$ cat config.mk
export PLATFORM = sky130hd
export DESIGN_NAME = dbg_scan_regbank
export DESIGN_NICKNAME = d
export VERILOG_FILES = /design/src/rtl/dbg_scan_pkg.sv /design/src/rtl/dbg_shift_chain.sv /design/src/rtl/dbg_mbox_slot.sv /design/src/rtl/dbg_reg_file.sv /design/src/rtl/dbg_scan_regbank.sv
export SDC_FILE = /design/constraint.sdc
export NUM_CORES = 1
export LEC_CHECK = 0
export BUFFER_PORTS_ARGS = -buffer_cell sky130_fd_sc_hd__buf_2
export CAP_MARGIN = 10
export CORE_UTILIZATION = 40
export DETAILED_ROUTE_END_ITERATION = 10
export PLACE_DENSITY_LB_ADDON = 0.2
export SETUP_SLACK_MARGIN = 0.5
export SLEW_MARGIN = 20
export SYNTH_ARGS = -nofsm -noshare
export SYNTH_HDL_FRONTEND = slang
export SYNTH_SLANG_ARGS = --single-unit
$ cat constraint.sdc
create_clock -name tck -period 4.7 [get_ports tck]
set_input_delay 0.235 -clock tck [delete_from_list [all_inputs] [get_ports tck]]
set_output_delay 0.235 -clock tck [all_outputs]
set_load 0.01 [all_outputs]
$ cat src/rtl/dbg_scan_pkg.sv
package dbg_scan_pkg;
  localparam int DATA_W = 32;
  localparam int ADDR_W = 5;
  localparam int PKT_W  = DATA_W + ADDR_W + 1;
  localparam int CTRL_W = 6;
  localparam int STAT_W = 5;
  localparam int WORDS_PER_UNIT = 6;

  localparam logic [ADDR_W-1:0] A_CTRL = 5'h00;
  localparam logic [ADDR_W-1:0] A_STAT = 5'h01;
  localparam logic [ADDR_W-1:0] A_VCAT = 5'h02;
  localparam logic [ADDR_W-1:0] A_CCTL = 5'h04;
  localparam logic [ADDR_W-1:0] A_CDAT = 5'h05;

  typedef struct packed {
    logic              wr;
    logic [ADDR_W-1:0] addr;
    logic [DATA_W-1:0] data;
  } pkt_t;

  function automatic logic [ADDR_W-1:0] slot_addr(input int k);
    return ADDR_W'((k / WORDS_PER_UNIT + 1) * 8 + (k % WORDS_PER_UNIT));
  endfunction
endpackage

$ cat src/rtl/dbg_shift_chain.sv
module dbg_shift_chain
  import dbg_scan_pkg::*;
(
  input  logic              clk,
  input  logic              rst_n,
  input  logic              sel,
  input  logic              capture,
  input  logic              shift,
  input  logic              update,
  input  logic              tdi,
  output logic              tdo,
  input  logic [DATA_W-1:0] cap_data,
  output logic              wr_stb,
  output logic [ADDR_W-1:0] wr_addr,
  output logic [DATA_W-1:0] wr_data,
  output logic [ADDR_W-1:0] rd_addr,
  output logic              rd_take
);
  pkt_t              sr;
  logic              rd_pend;
  logic [ADDR_W-1:0] rd_addr_q;

  always_ff @(posedge clk or negedge rst_n) begin
    if (!rst_n) begin
      sr        <= '0;
      rd_pend   <= 1'b0;
      rd_addr_q <= '0;
    end else if (sel && capture) begin
      sr        <= rd_pend ? pkt_t'({1'b0, rd_addr_q, cap_data}) : '0;
      rd_pend   <= 1'b0;
    end else if (sel && shift) begin
      sr        <= pkt_t'({tdi, sr[PKT_W-1:1]});
    end else if (sel && update) begin
      rd_pend   <= !sr.wr;
      rd_addr_q <= sr.addr;
    end
  end

  assign tdo     = sr[0];
  assign wr_stb  = sel && update && sr.wr;
  assign wr_addr = sr.addr;
  assign wr_data = sr.data;
  assign rd_addr = rd_addr_q;
  assign rd_take = sel && capture && rd_pend;

  assert_shift_moves_R1: assert property (@(posedge clk) disable iff (!rst_n)
    (sel && shift && !capture) |=> (sr[PKT_W-2:0] == $past(sr[PKT_W-1:1])));

  assert_idle_capture_zero_R3: assert property (@(posedge clk) disable iff (!rst_n)
    (sel && capture && !rd_pend) |=> (sr == '0));

  assert_capture_is_read_R3: assert property (@(posedge clk) disable iff (!rst_n)
    (sel && capture) |=> !sr.wr);
endmodule

$ cat src/rtl/dbg_mbox_slot.sv
module dbg_mbox_slot #(
  parameter int W = 32
) (
  input  logic         clk,
  input  logic         rst_n,
  input  logic         in_valid,
  output logic         in_ready,
  input  logic [W-1:0] in_data,
  output logic         out_valid,
  input  logic         out_ready,
  output logic [W-1:0] out_data
);
  logic         full;
  logic [W-1:0] word;

  always_ff @(posedge clk or negedge rst_n) begin
    if (!rst_n) begin
      full <= 1'b0;
      word <= '0;
    end else if (full) begin
      if (out_ready) full <= 1'b0;
    end else if (in_valid) begin
      full <= 1'b1;
      word <= in_data;
    end
  end

  assign in_ready  = !full;
  assign out_valid = full;
  assign out_data  = word;

  // a held word stays put until it is released
  assert_slot_hold_R9: assert property (@(posedge clk) disable iff (!rst_n)
    (full && !out_ready) |=> (full && $stable(word)));
endmodule

$ cat src/rtl/dbg_reg_file.sv
module dbg_reg_file
  import dbg_scan_pkg::*;
#(
  parameter int NUM_WATCH = 2,
  parameter int VC_W      = 8
) (
  input  logic                                     clk,
  input  logic                                     rst_n,
  input  logic                                     wr_stb,
  input  logic [ADDR_W-1:0]                        wr_addr,
  input  logic [DATA_W-1:0]                        wr_data,
  input  logic [ADDR_W-1:0]                        rd_addr,
  output logic [DATA_W-1:0]                        rd_data,
  input  logic [STAT_W-1:0]                        status_i,
  input  logic                                     out_full,
  input  logic                                     in_full,
  input  logic [DATA_W-1:0]                        in_word,
  output logic [CTRL_W-1:0]                        ctrl_o,
  output logic [VC_W-1:0]                          vcat_o,
  output logic [NUM_WATCH*WORDS_PER_UNIT*DATA_W-1:0] wp_cfg_o
);
  localparam int NSLOT = NUM_WATCH * WORDS_PER_UNIT;

  logic [CTRL_W-1:0] ctrl_q;
  logic [VC_W-1:0]   vcat_q;

  always_ff @(posedge clk or negedge rst_n) begin
    if (!rst_n) begin
      ctrl_q <= '0;
      vcat_q <= '0;
    end else if (wr_stb) begin
      if (wr_addr == A_CTRL) ctrl_q <= wr_data[CTRL_W-1:0];
      if (wr_addr == A_VCAT) vcat_q <= wr_data[VC_W-1:0];
    end
  end

  for (genvar k = 0; k < NSLOT; k++) begin : g_slot
    localparam logic [ADDR_W-1:0] SA = slot_addr(k);
    logic [DATA_W-1:0] q;
    always_ff @(posedge clk or negedge rst_n) begin
      if (!rst_n)                         q <= '0;
      else if (wr_stb && wr_addr == SA)   q <= wr_data;
    end
    assign wp_cfg_o[k*DATA_W +: DATA_W] = q;
  end

  always_comb begin
    rd_data = '0;
    case (rd_addr)
      A_CTRL: rd_data[CTRL_W-1:0] = ctrl_q;
      A_STAT: rd_data[STAT_W-1:0] = status_i;
      A_VCAT: rd_data[VC_W-1:0]   = vcat_q;
      A_CCTL: rd_data[1:0]        = {in_full, out_full};
      A_CDAT: rd_data             = in_word;
      default: begin
        for (int k = 0; k < NSLOT; k++)
          if (rd_addr == slot_addr(k)) rd_data = wp_cfg_o[k*DATA_W +: DATA_W];
      end
    endcase
  end

  assign ctrl_o = ctrl_q;
  assign vcat_o = vcat_q;

  assert_ctrl_hold_R4: assert property (@(posedge clk) disable iff (!rst_n)
    !(wr_stb && wr_addr == A_CTRL) |=> $stable(ctrl_q));

  assert_vcat_hold_R6: assert property (@(posedge clk) disable iff (!rst_n)
    !(wr_stb && wr_addr == A_VCAT) |=> $stable(vcat_q));

  assert_unimpl_write_R8: assert property (@(posedge clk) disable iff (!rst_n)
    (wr_stb && (wr_addr == 5'h03 || wr_addr[4:3] == 2'b11 || wr_addr[2:1] == 2'b11))
      |=> ($stable(ctrl_q) && $stable(vcat_q) && $stable(wp_cfg_o)));
endmodule

$ cat src/rtl/dbg_scan_regbank.sv
module dbg_scan_regbank
  import dbg_scan_pkg::*;
#(
  parameter int NUM_WATCH = 2,
  parameter int VC_W      = 8
) (
  input  logic                                       tck,
  input  logic                                       trst_n,
  input  logic                                       sel,
  input  logic                                       capture_dr,
  input  logic                                       shift_dr,
  input  logic                                       update_dr,
  input  logic                                       tdi,
  output logic                                       tdo,
  input  logic [STAT_W-1:0]                          dbg_status_i,
  output logic [CTRL_W-1:0]                          dbg_ctrl_o,
  output logic [VC_W-1:0]                            vcat_o,
  output logic [NUM_WATCH*WORDS_PER_UNIT*DATA_W-1:0] wp_cfg_o,
  output logic                                       h2c_valid,
  input  logic                                       h2c_ready,
  output logic [DATA_W-1:0]                          h2c_data,
  input  logic                                       c2h_valid,
  output logic                                       c2h_ready,
  input  logic [DATA_W-1:0]                          c2h_data
);
  logic              wr_stb, rd_take, c2h_full, h2c_room;
  logic [ADDR_W-1:0] wr_addr, rd_addr;
  logic [DATA_W-1:0] wr_data, rd_data, c2h_word;
  logic              cdat_wr, cdat_rd;

  dbg_shift_chain u_chain (
    .clk(tck), .rst_n(trst_n), .sel(sel), .capture(capture_dr),
    .shift(shift_dr), .update(update_dr), .tdi(tdi), .tdo(tdo),
    .cap_data(rd_data), .wr_stb(wr_stb), .wr_addr(wr_addr),
    .wr_data(wr_data), .rd_addr(rd_addr), .rd_take(rd_take)
  );

  assign cdat_wr = wr_stb && (wr_addr == A_CDAT);
  assign cdat_rd = rd_take && (rd_addr == A_CDAT);

  dbg_mbox_slot #(.W(DATA_W)) u_h2c (
    .clk(tck), .rst_n(trst_n),
    .in_valid(cdat_wr), .in_ready(h2c_room), .in_data(wr_data),
    .out_valid(h2c_valid), .out_ready(h2c_ready), .out_data(h2c_data)
  );

  dbg_mbox_slot #(.W(DATA_W)) u_c2h (
    .clk(tck), .rst_n(trst_n),
    .in_valid(c2h_valid), .in_ready(c2h_ready), .in_data(c2h_data),
    .out_valid(c2h_full), .out_ready(cdat_rd), .out_data(c2h_word)
  );

  dbg_reg_file #(.NUM_WATCH(NUM_WATCH), .VC_W(VC_W)) u_regs (
    .clk(tck), .rst_n(trst_n), .wr_stb(wr_stb), .wr_addr(wr_addr),
    .wr_data(wr_data), .rd_addr(rd_addr), .rd_data(rd_data),
    .status_i(dbg_status_i), .out_full(h2c_valid), .in_full(c2h_full),
    .in_word(c2h_word), .ctrl_o(dbg_ctrl_o), .vcat_o(vcat_o),
    .wp_cfg_o(wp_cfg_o)
  );

  assert_h2c_drop_when_full_R9: assert property (@(posedge tck) disable iff (!trst_n)
    (cdat_wr && !h2c_room && !h2c_ready) |=> (h2c_valid && $stable(h2c_data)));

  assert_c2h_drain_R10: assert property (@(posedge tck) disable iff (!trst_n)
    cdat_rd |=> c2h_ready);
endmodule

# Word level (Yosys, flattened, before mapping)
# Cells that the tools add are included.
dict set report totals {
  register_bits 508
  elab_cells 121
}
dict set report op_classes {
  mux 29
  eq_ne 31
  bitwise_logic 4
  n_reduce_logical 34
}
# op count
set op_table {}
lappend op_table {{$mux 32} 12}
lappend op_table {{$mux 38} 2}
lappend op_table {{$eq 5x4->1 const B} 12}
lappend op_table {{$eq 5x5->1 const B} 12}
lappend op_table {{$pmux 24 s2} 1}
lappend op_table {{$mux 37} 1}
lappend op_table {{$logic_and 1x1->1} 19}
lappend op_table {{$eq 5x3->1 const B} 3}
lappend op_table {{$pmux 3 s5} 1}
lappend op_table {{$eq 5x2->1 const B} 2}
lappend op_table {{$logic_not 5->1} 2}
lappend op_table {{$pmux 2 s5} 1}
lappend op_table {{$reduce_and 2->1} 5}
lappend op_table {{$mux 1} 9}
lappend op_table {{$pmux 2 s3} 1}
lappend op_table {{$eq 5x1->1 const B} 1}
lappend op_table {{$not 1->1} 4}
lappend op_table {{$pmux 1 s4} 1}
lappend op_table {{$reduce_bool 2->1} 2}
lappend op_table {{$reduce_or 4->1} 1}
lappend op_table {{$reduce_and 3->1} 1}
lappend op_table {{$reduce_or 3->1} 1}
lappend op_table {{$logic_not 1->1} 2}
lappend op_table {{$ne 2x2->1 const B} 1}
lappend op_table {{$reduce_or 2->1} 1}

# Longest topological paths before layout
# Gate-level depths: netlist of the first run.
dict set report depth {
  depth_word 16
  mapped_depth 10
}

# Modules after synthesis
# A second synthesis of the first run with hierarchy kept.
dict set report hier_totals {
  hier_cells 1890
  hier_area_um2 24030.5
}
# mod area_each_um2 instances cells_per_inst
set by_module_without_submodules {}
lappend by_module_without_submodules {dbg_reg_file 19113.3 1 1558}
lappend by_module_without_submodules {dbg_mbox_slot 1357.6 2 72}
lappend by_module_without_submodules {dbg_shift_chain 2154.6 1 184}
lappend by_module_without_submodules {dbg_scan_regbank 47.5 1 4}

# Worst setup path before layout of the first run
# No wires, ideal clock.
dict set report synth_path {
  path_kind {register -> register}
  startpoint {register u_chain.rd_addr_q[1], in the netlist u_chain.rd_addr[1]}
  endpoint {register u_chain.sr (netlist bit u_chain.wr_data[19])}
  synth_period_minus_slack_ns 1.938
  setup_slack_ns 2.762
  t_arrival_ns 1.798
  n_path_buf 2
  stages_incl_launch_ff 8
  cell_sequence {dfrtp_1 > or4b_1 > buf_2 > buf_6 > o22ai_1 > a211oi_1 > a2111oi_2 > o41ai_2}
}
dict set report synth_via {
  elab_chain_len 16
  elab_cells_between_ends 33
}
# element line
set synth_lines {}
lappend synth_lines {{from (decl)} dbg_shift_chain.sv:21} ;# logic [ADDR_W-1:0] rd_addr_q;
lappend synth_lines {{from (signal assigned)} dbg_shift_chain.sv:35} ;# rd_addr_q <= sr.addr;
lappend synth_lines {{$eq 5x4->1} dbg_reg_file.sv:57} ;# if (rd_addr == slot_addr(k)) rd_data = wp_cfg_o[k*DATA_W +: DATA_W];
lappend synth_lines {{$mux 32 (12 in series)} dbg_reg_file.sv:57}
lappend synth_lines {{$pmux 24 s2 *} dbg_reg_file.sv:49} ;# case (rd_addr)
lappend synth_lines {{$mux 37 *} dbg_shift_chain.sv:29} ;# sr <= rd_pend ? pkt_t'({1'b0, rd_addr_q, cap_data}) : '0;
lappend synth_lines {{$mux 38 *} dbg_shift_chain.sv:28} ;# end else if (sel && capture) begin
lappend synth_lines {{to (signal assigned)} dbg_shift_chain.sv:29}
lappend synth_lines {{to (signal assigned)} dbg_shift_chain.sv:32} ;# sr <= pkt_t'({tdi, sr[PKT_W-1:1]});
lappend synth_lines {{to (decl)} dbg_shift_chain.sv:19} ;# pkt_t sr;
# Mark *: on every way between the ends. The rest lies on a longest branch, timed or not.
# A chain may end at the register's enable or synchronous reset.

# Worst setup path after layout of the first run
dict set report layout_path {
  startpoint {register u_chain.rd_addr_q[4], in the netlist u_chain.rd_addr[4]}
  endpoint {register u_chain.sr (netlist bit u_chain.wr_data[8])}
}
# Same word-level chain as after synthesis.

==> metrics.txt, run 1 <==
leftover overflow at the end of global routing=0; core area=57,900 um^2; Top FF cell, synth=sky130_fd_sc_hd__dfrtp_1; slew at the pin closest to its max-slew limit=1.22 ns; sum of met2 wire segment lengths after detailed routing=44,000 um; DRT antenna net count=0; total number of clock tree sinks=508; Hold Path Class=in -> async; share of final-layout standard cells stronger than drive strength 1=0.523; first-pass GRT wire length=135,000 um; layout overhead on the synthesized area=22.8%; vias post-DR=18,200; number of iterations in the first detailed-routing pass=5; most frequent standard cell in the layout excluding fill and tap cells=sky130_fd_sc_hd__dfrtp_1; Post-synth EDFFs=0; number of port buffers=478; Die Footprint=59,800 um^2; final worst-path cycle share=0.711; areal power density over the cells=413 nW/um^2; largest incremental delay on the critical path=0.95 ns; synthesized area per cell=13.5 um^2; floorplan row count=88; clock root cell=sky130_fd_sc_hd__clkbuf_16; most used cells in the layout excluding fill and tap cells=506 x sky130_fd_sc_hd__dfrtp_1, 477 x sky130_fd_sc_hd__buf_2, 471 x sky130_fd_sc_hd__mux2_2, 63 x sky130_fd_sc_hd__a21oi_1, 57 x sky130_fd_sc_hd__clkbuf_16; capture instance of the worst register-to-register path=u_chain.wr_data[8]$_DFFE_PN0N_; DRT met1 WL=38,400 um; total negative setup slack=0 ns; kind of capture point of the worst setup path=flip-flop; P_leak=14.8 nW; width of the chip=245 um; worst setup slack before clock tree synthesis=1.47 ns; sum of buffers and inverters on the critical path=1; critical path peak fanout=29; maximum level of the CTS H-tree=2; status=finished clean; final hold violation count=0; synthesized instance count=1,749; Required @ worst endpoint=5.19 ns; Max Fclk=0.299 GHz; worst-case register-to-register setup slack=1.36 ns; effective utilization at floorplan=0.406; clock insertion delay at the later pin of the skew report=0.62 ns; Die Ht=245 um; post-placement cell count=2,868; number of nets produced by synthesis=1,795; startpoint types=flip-flop; Crit Path Class=reg -> reg; crit-path cells=or3b_1 -> nor3_4 -> buf_4 -> a22o_1 -> a2111oi_0 -> o41ai_1; count of pins over their slew limit=0; highest ir drop seen on vdd=0.309 mV; number of warnings reported in the yosys synthesis log=0; vias in the first global route=18,500; Routed WL per cell=31.2 um; WP data arrival=3.83 ns; number of buffers on the longest clock path=3; FF+latch count, synth=508; TritonCTS buffer count=55; last weighted congestion value of the routability-driven placer=0.873; CTS tree=built; DR iter-0 viols=1,645; post-synthesis instance area=23,500 um^2; clk_skew=0.0185 ns; non-filler cells in the finished layout=3,008; share of synthesized area occupied by flip-flops and latches=0.540; initial antenna violation count=4; PnR Total Power=11.9 mW; Final Critical Period=3.34 ns; max-cap violations=0; remaining max-slew budget at the tightest pin=0.189; minimum setup slack in the final design=1.36 ns; number of distinct library cells after synthesis=77; Post-Route WL=93,900 um; depth of the worst register-to-register path=6; Top Metal Used=met5; R2R Path Start=u_chain.rd_addr[4]$_DFFE_PN0P_; drc violations=0; dominant delay contributor by cell family on the critical path=simple AND/OR/NAND/NOR gates; GRT Overall Usage=0.311; CTS clk-pin slew, worst paths=0.06 ns; via count normalized by instance count=6.06; number of top-level pins=479; slowest library cell on the worst path=sky130_fd_sc_hd__dfrtp_1; largest net degree at the start of global routing=142; Routed met3 length=7650 um; total setup violations reported at the end of the flow=0; total number of nets in the final design=2,241; Async S/R FF share, synth=1.00; setup repair after global routing missed its margin=false; detailed-placement wirelength estimate=62,300 um
-- cell usage after synthesis, types with 26 or more instances --
library cell | n | area, um^2
sky130_fd_sc_hd__nor2_1 | 40 | 150
sky130_fd_sc_hd__buf_2 | 54 | 270
sky130_fd_sc_hd__a22oi_1 | 32 | 240
sky130_fd_sc_hd__dfrtp_1 | 508 | 12700
sky130_fd_sc_hd__a22o_1 | 26 | 228
sky130_fd_sc_hd__o21ai_0 | 30 | 150
sky130_fd_sc_hd__a21oi_1 | 63 | 315
sky130_fd_sc_hd__mux4_2 | 28 | 631
sky130_fd_sc_hd__nand2_1 | 49 | 184
sky130_fd_sc_hd__mux2_2 | 471 | 5300
sky130_fd_sc_hd__clkbuf_1 | 75 | 282
-- sequential cells by signal, indices dropped and copies added, names as in the netlist --
signal,count
u_chain.rd_pend,1
u_chain.wr_data,32
u_chain.wr_addr,5
u_h2c.out_data,32
u_chain.sr,1
u_c2h.out_data,32
u_regs.ctrl_o,6
u_h2c.out_valid,1
u_c2h.out_valid,1
u_regs.g_slot.q,384
u_regs.vcat_o,8
u_chain.rd_addr,5
-- metrics by stage --
| step | instance area [um^2] | utilization | hold slack [ns] |
|---|---|---|---|
| finish | 28900 | 0.499 | 0.0412 |
| CTS | 28900 | 0.499 | 0.0276 |
| global route | 28900 | 0.499 | 0.0449 |
| floorplan | 23500 | - | -0.0606 |
| global placement | 26600 | 0.460 | 0.0765 |
| detailed placement | 26600 | 0.460 | 0.0769 |
-- per-layer routing --
layer | vias up | track usage
met4 | 6 | 0.127
met2 | 892 | 0.492
met1 | 9588 | 0.403
li1 | 7538 | -
met3 | 205 | 0.0810
met5 | - | 0
-- repair_timing --
| item | 4_1_cts | 5_1_grt |
|---|---|---|
| hold endpoints to repair | 542 | 0 |
| gates resized for setup | 0 | 0 |
| setup buffers | 0 | 0 |
| hold buffers | 35 | 0 |
-- power breakdown --
group | total, mW | internal (mW) | switching (mW)
combinational | 2.04 | 0.811 | 1.23
clock | 4.63 | 2.77 | 1.85
sequential | 5.27 | 4.69 | 0.582
total | 11.9 | 8.28 | 3.67
-- cell type report --
| class | instances | area, um^2 |
|---|---|---|
| inverters | 5 | 18.8 |
| diodes | 2 | 5.00 |
| fillers | 5194 | 29000 |
| clock buffers | 88 | 1760 |
| repair buffers | 553 | 3170 |
| flip-flops and latches | 508 | 12700 |
| multi-input cells | 1072 | 10100 |
| well taps | 765 | 957 |
| clock inverters | 15 | 178 |
-- cell families after synthesis --
kind of cell	count (synthesis)	share of synthesized area
muxes	518	0.260
DFF	508	0.540
and+or+nand+nor	214	0.0526
buffers and inverters	169	0.0359
AOI/OAI and AO/OA	340	0.111
-- how the worst max path moves through the flow --
stage / to / cells after the start / slack (ns) / start
after global routing: u_chain.wr_data[9]$_DFFE_PN0N_ / 6 / 1.22 / u_chain.rd_addr[4]$_DFFE_PN0P_
after CTS: u_chain.wr_data[22]$_DFFE_PN0N_ / 5 / 1.46 / u_chain.rd_addr[4]$_DFFE_PN0P_
after detailed placement: u_chain.wr_data[22]$_DFFE_PN0N_ / 5 / 1.47 / u_chain.rd_addr[4]$_DFFE_PN0P_
after global placement: u_chain.wr_data[22]$_DFFE_PN0N_ / 5 / 1.59 / u_chain.rd_addr[4]$_DFFE_PN0P_
final: u_chain.wr_data[8]$_DFFE_PN0N_ / 6 / 1.36 / u_chain.rd_addr[4]$_DFFE_PN0P_
after floorplan: u_chain.wr_data[19]$_DFFE_PN0N_ / 7 / 2.76 / u_chain.rd_addr[1]$_DFFE_PN0P_
-- worst register-to-register path: stages, from the launching register on --
cell,delay [ns]
sky130_fd_sc_hd__dfrtp_1,0.95
sky130_fd_sc_hd__or3b_1,0.75
sky130_fd_sc_hd__nor3_4,0.47
sky130_fd_sc_hd__buf_4,0.45
sky130_fd_sc_hd__a22o_1,0.23
sky130_fd_sc_hd__a2111oi_0,0.06
sky130_fd_sc_hd__o41ai_1,0.33
Note: power is estimated with default switching activity, not from simulation.
==> run 2: changes to the inputs <==
Clock period 4.7 ns to 3.1 ns, I/O delays scaled along.
==> run 2 against run 1 <==
Compared with the run above:
- sequential power rose by 48%
- largest power group unchanged
- first-iteration DRC count fell by 11%
- largest cell class unchanged
- setup slack got worse by 0.77 ns
- highest routed layer unchanged
==> metrics.txt, run 2 (synthesized netlist as in run 1, its figures left out) <==
Die Ht=245 um (unchanged); share of final-layout standard cells stronger than drive strength 1=0.534 (+0.0109); slew at the pin closest to its max-slew limit=0.951 ns (-0.266 ns); number of port buffers=478 (unchanged); vias post-DR=18,500 (+1.6%); areal power density over the cells=618 nW/um^2 (+50%); startpoint types=flip-flop; final worst-path cycle share=0.810 (+0.0989); DR iter-0 viols=1,458 (-11%); total number of nets in the final design=2,302 (+2.7%); most frequent standard cell in the layout excluding fill and tap cells=sky130_fd_sc_hd__dfrtp_1; final hold violation count=0 (unchanged); Die Footprint=59,800 um^2 (unchanged); P_leak=15.1 nW (+2.0%); filler cell count=5,295 (+1.9%); Required @ worst endpoint=3.58 ns (-1.61 ns); Hold Path Class=in -> reg; flip-flop count of the largest register, all copies and words added=384 (unchanged); WP data arrival=2.99 ns (-0.84 ns); first-pass GRT wire length=136,000 um (+0.91%); kind of capture point of the worst setup path=flip-flop; status=finished clean; count of pins over their slew limit=0 (unchanged); CTS tree=built; layout overhead on the synthesized area=24.8%; antenna diode count=0 (-2); vias in the first global route=18,600 (+0.80%); highest ir drop seen on vdd=0.438 mV (+42%); TritonCTS buffer count=55 (unchanged); most used cells in the layout excluding fill and tap cells=506 x sky130_fd_sc_hd__dfrtp_1, 477 x sky130_fd_sc_hd__buf_2, 471 x sky130_fd_sc_hd__mux2_2, 81 x sky130_fd_sc_hd__buf_4, 63 x sky130_fd_sc_hd__a21oi_1; initial antenna violation count=2 (-2); number of buffers on the longest clock path=3 (unchanged); Design Area, Final=29,400 um^2 (+1.6%); clock root cell=sky130_fd_sc_hd__clkbuf_16; CTS clk-pin slew, worst paths=0.06 ns (about the same); GRT Overall Usage=0.314 (+0.00311); effective utilization at floorplan=0.406 (unchanged); Post-Route WL=94,800 um (+1.0%); clock insertion delay at the later pin of the skew report=0.61 ns (about the same); via count normalized by instance count=6.04 (-0.33%); last weighted congestion value of the routability-driven placer=0.888 (+1.7%); DRT antenna net count=0 (unchanged); Routed WL per cell=30.9 um (-0.86%); leftover overflow at the end of global routing=0 (unchanged); largest net degree at the start of global routing=85 (-40%); setup repair bufs after CTS=0 (unchanged); detailed-placement wirelength estimate=65,700 um (+5.5%); remaining max-slew budget at the tightest pin=0.363 (+0.175); clk_skew=0.0110 ns (-0.00753 ns); core area=57,900 um^2 (unchanged); floorplan row count=88 (unchanged); total setup violations reported at the end of the flow=0 (unchanged); Final Critical Period=2.51 ns (-0.831 ns); number of iterations in the first detailed-routing pass=8 (+3); Max Fclk=0.398 GHz (+33%); width of the chip=245 um (unchanged); max-cap violations=0 (unchanged); critical path peak fanout=17 (-41%); total number of clock tree sinks=508 (unchanged); Largest Register=u_regs.g_slot.q; drc violations=0 (unchanged); number of top-level pins=479 (unchanged); maximum level of the CTS H-tree=2 (unchanged); total negative setup slack=0 ns (unchanged); setup repair after global routing missed its margin=false; placement-stage cell area=27,100 um^2 (+1.9%); Crit Path Class=reg -> reg
[run 2: cell count changes in the layout (fill, tap and decap cells not counted), moves of 2 or more]
cell | previous run | this run
sky130_fd_sc_hd__buf_4 | 31 | 81
sky130_fd_sc_hd__clkbuf_8 | 22 | 12
sky130_fd_sc_hd__clkinv_2 | 10 | 15
sky130_fd_sc_hd__diode_2 | 2 | 0
sky130_fd_sc_hd__dlygate4sd3_1 | 35 | 38
sky130_fd_sc_hd__a2111oi_0 | 6 | 4
sky130_fd_sc_hd__buf_12 | 9 | 15
sky130_fd_sc_hd__buf_6 | 0 | 2
[run 2: routing by layer]
layer	part of all wire	global-route usage	up-vias
met2	0.48	0.505	922
met3	0.077	0.0630	212
met1	0.41	0.415	9731
met4	0.042	0.123	2
met5	0.00011	0	-
li1	-	-	7647
[run 2: critical path, cell delays in order (launching register included)]
cell and delay [ns]:
sky130_fd_sc_hd__dfrtp_4 0.64, sky130_fd_sc_hd__o21a_1 0.28, sky130_fd_sc_hd__nor3_4 0.59, sky130_fd_sc_hd__buf_4 0.35, sky130_fd_sc_hd__a31oi_1 0.11, sky130_fd_sc_hd__o32ai_1 0.34, sky130_fd_sc_hd__a21oi_1 0.07
[run 2: final timing paths]
| kind | depth (start not counted) | startpoint | end | slack, ns |
|---|---|---|---|---|
| max in group asynchronous | 3 | trst_n | u_h2c.out_data[17]$_DFFE_PN0P_ | 1.94 |
| setup / recovery | 6 | u_chain.rd_addr[0]$_DFFE_PN0P_ | u_chain.wr_data[0]$_DFFE_PN0N_ | 0.59 |
| setup reg to reg | 6 | u_chain.rd_addr[0]$_DFFE_PN0P_ | u_chain.wr_data[0]$_DFFE_PN0N_ | 0.59 |
| hold reg to reg | 1 | u_h2c.out_data[11]$_DFFE_PN0P_ | u_h2c.out_data[11]$_DFFE_PN0P_ | 0.50 |
| hold / removal | 5 | update_dr | u_chain.rd_addr[0]$_DFFE_PN0P_ | 0.04 |
| min in group asynchronous | 2 | trst_n | u_regs.g_slot[8].q[1]$_DFFE_PN0P_ | 0.19 |
[run 2: power by group]
part	switching [mW]	internal (mW)	total (mW)
registers	0.706	7.12	7.82
logic	2.13	1.40	3.53
clock network	2.81	3.97	6.78
[run 2: repair_timing]
| action | CTS | global route |
|---|---|---|
| hold buffers | 38 | 0 |
| endpoints found under the setup margin | 1 | 5 |
| hold endpoints to repair | 110 | 0 |
| pin swaps | 0 | 0 |
| resized for setup | 1 | 4 |
[run 2: layout make-up]
| type | instances | area (um^2) | area share |
|---|---|---|---|
| multi-input combinational | 1072 | 10100 | 0.344 |
| tap | 765 | 957 | 0.0326 |
| clock inverter | 23 | 228 | 0.00775 |
| inverter | 5 | 18.8 | 0.000639 |
| clock buffer | 78 | 1630 | 0.0553 |
| timing repair buffer | 614 | 3710 | 0.126 |
| sequential | 508 | 12700 | 0.433 |
[run 2: stage by stage]
step / cells / utilization / setup WS, ns / power [mW] / hold WS (ns)
after floorplan: 1749 / - / 1.16 / 9.66 / -0.141
after global placement: 2926 / 0.468 / 0.455 / 11.3 / 0.243
after detailed placement: 2926 / 0.468 / 0.453 / 11.4 / 0.247
after CTS: 3065 / 0.507 / 0.509 / 18.2 / 0.00625
after global routing: 3065 / 0.507 / 0.504 / 18.8 / 0.0578
final: 3065 / 0.507 / 0.590 / 18.1 / 0.0407
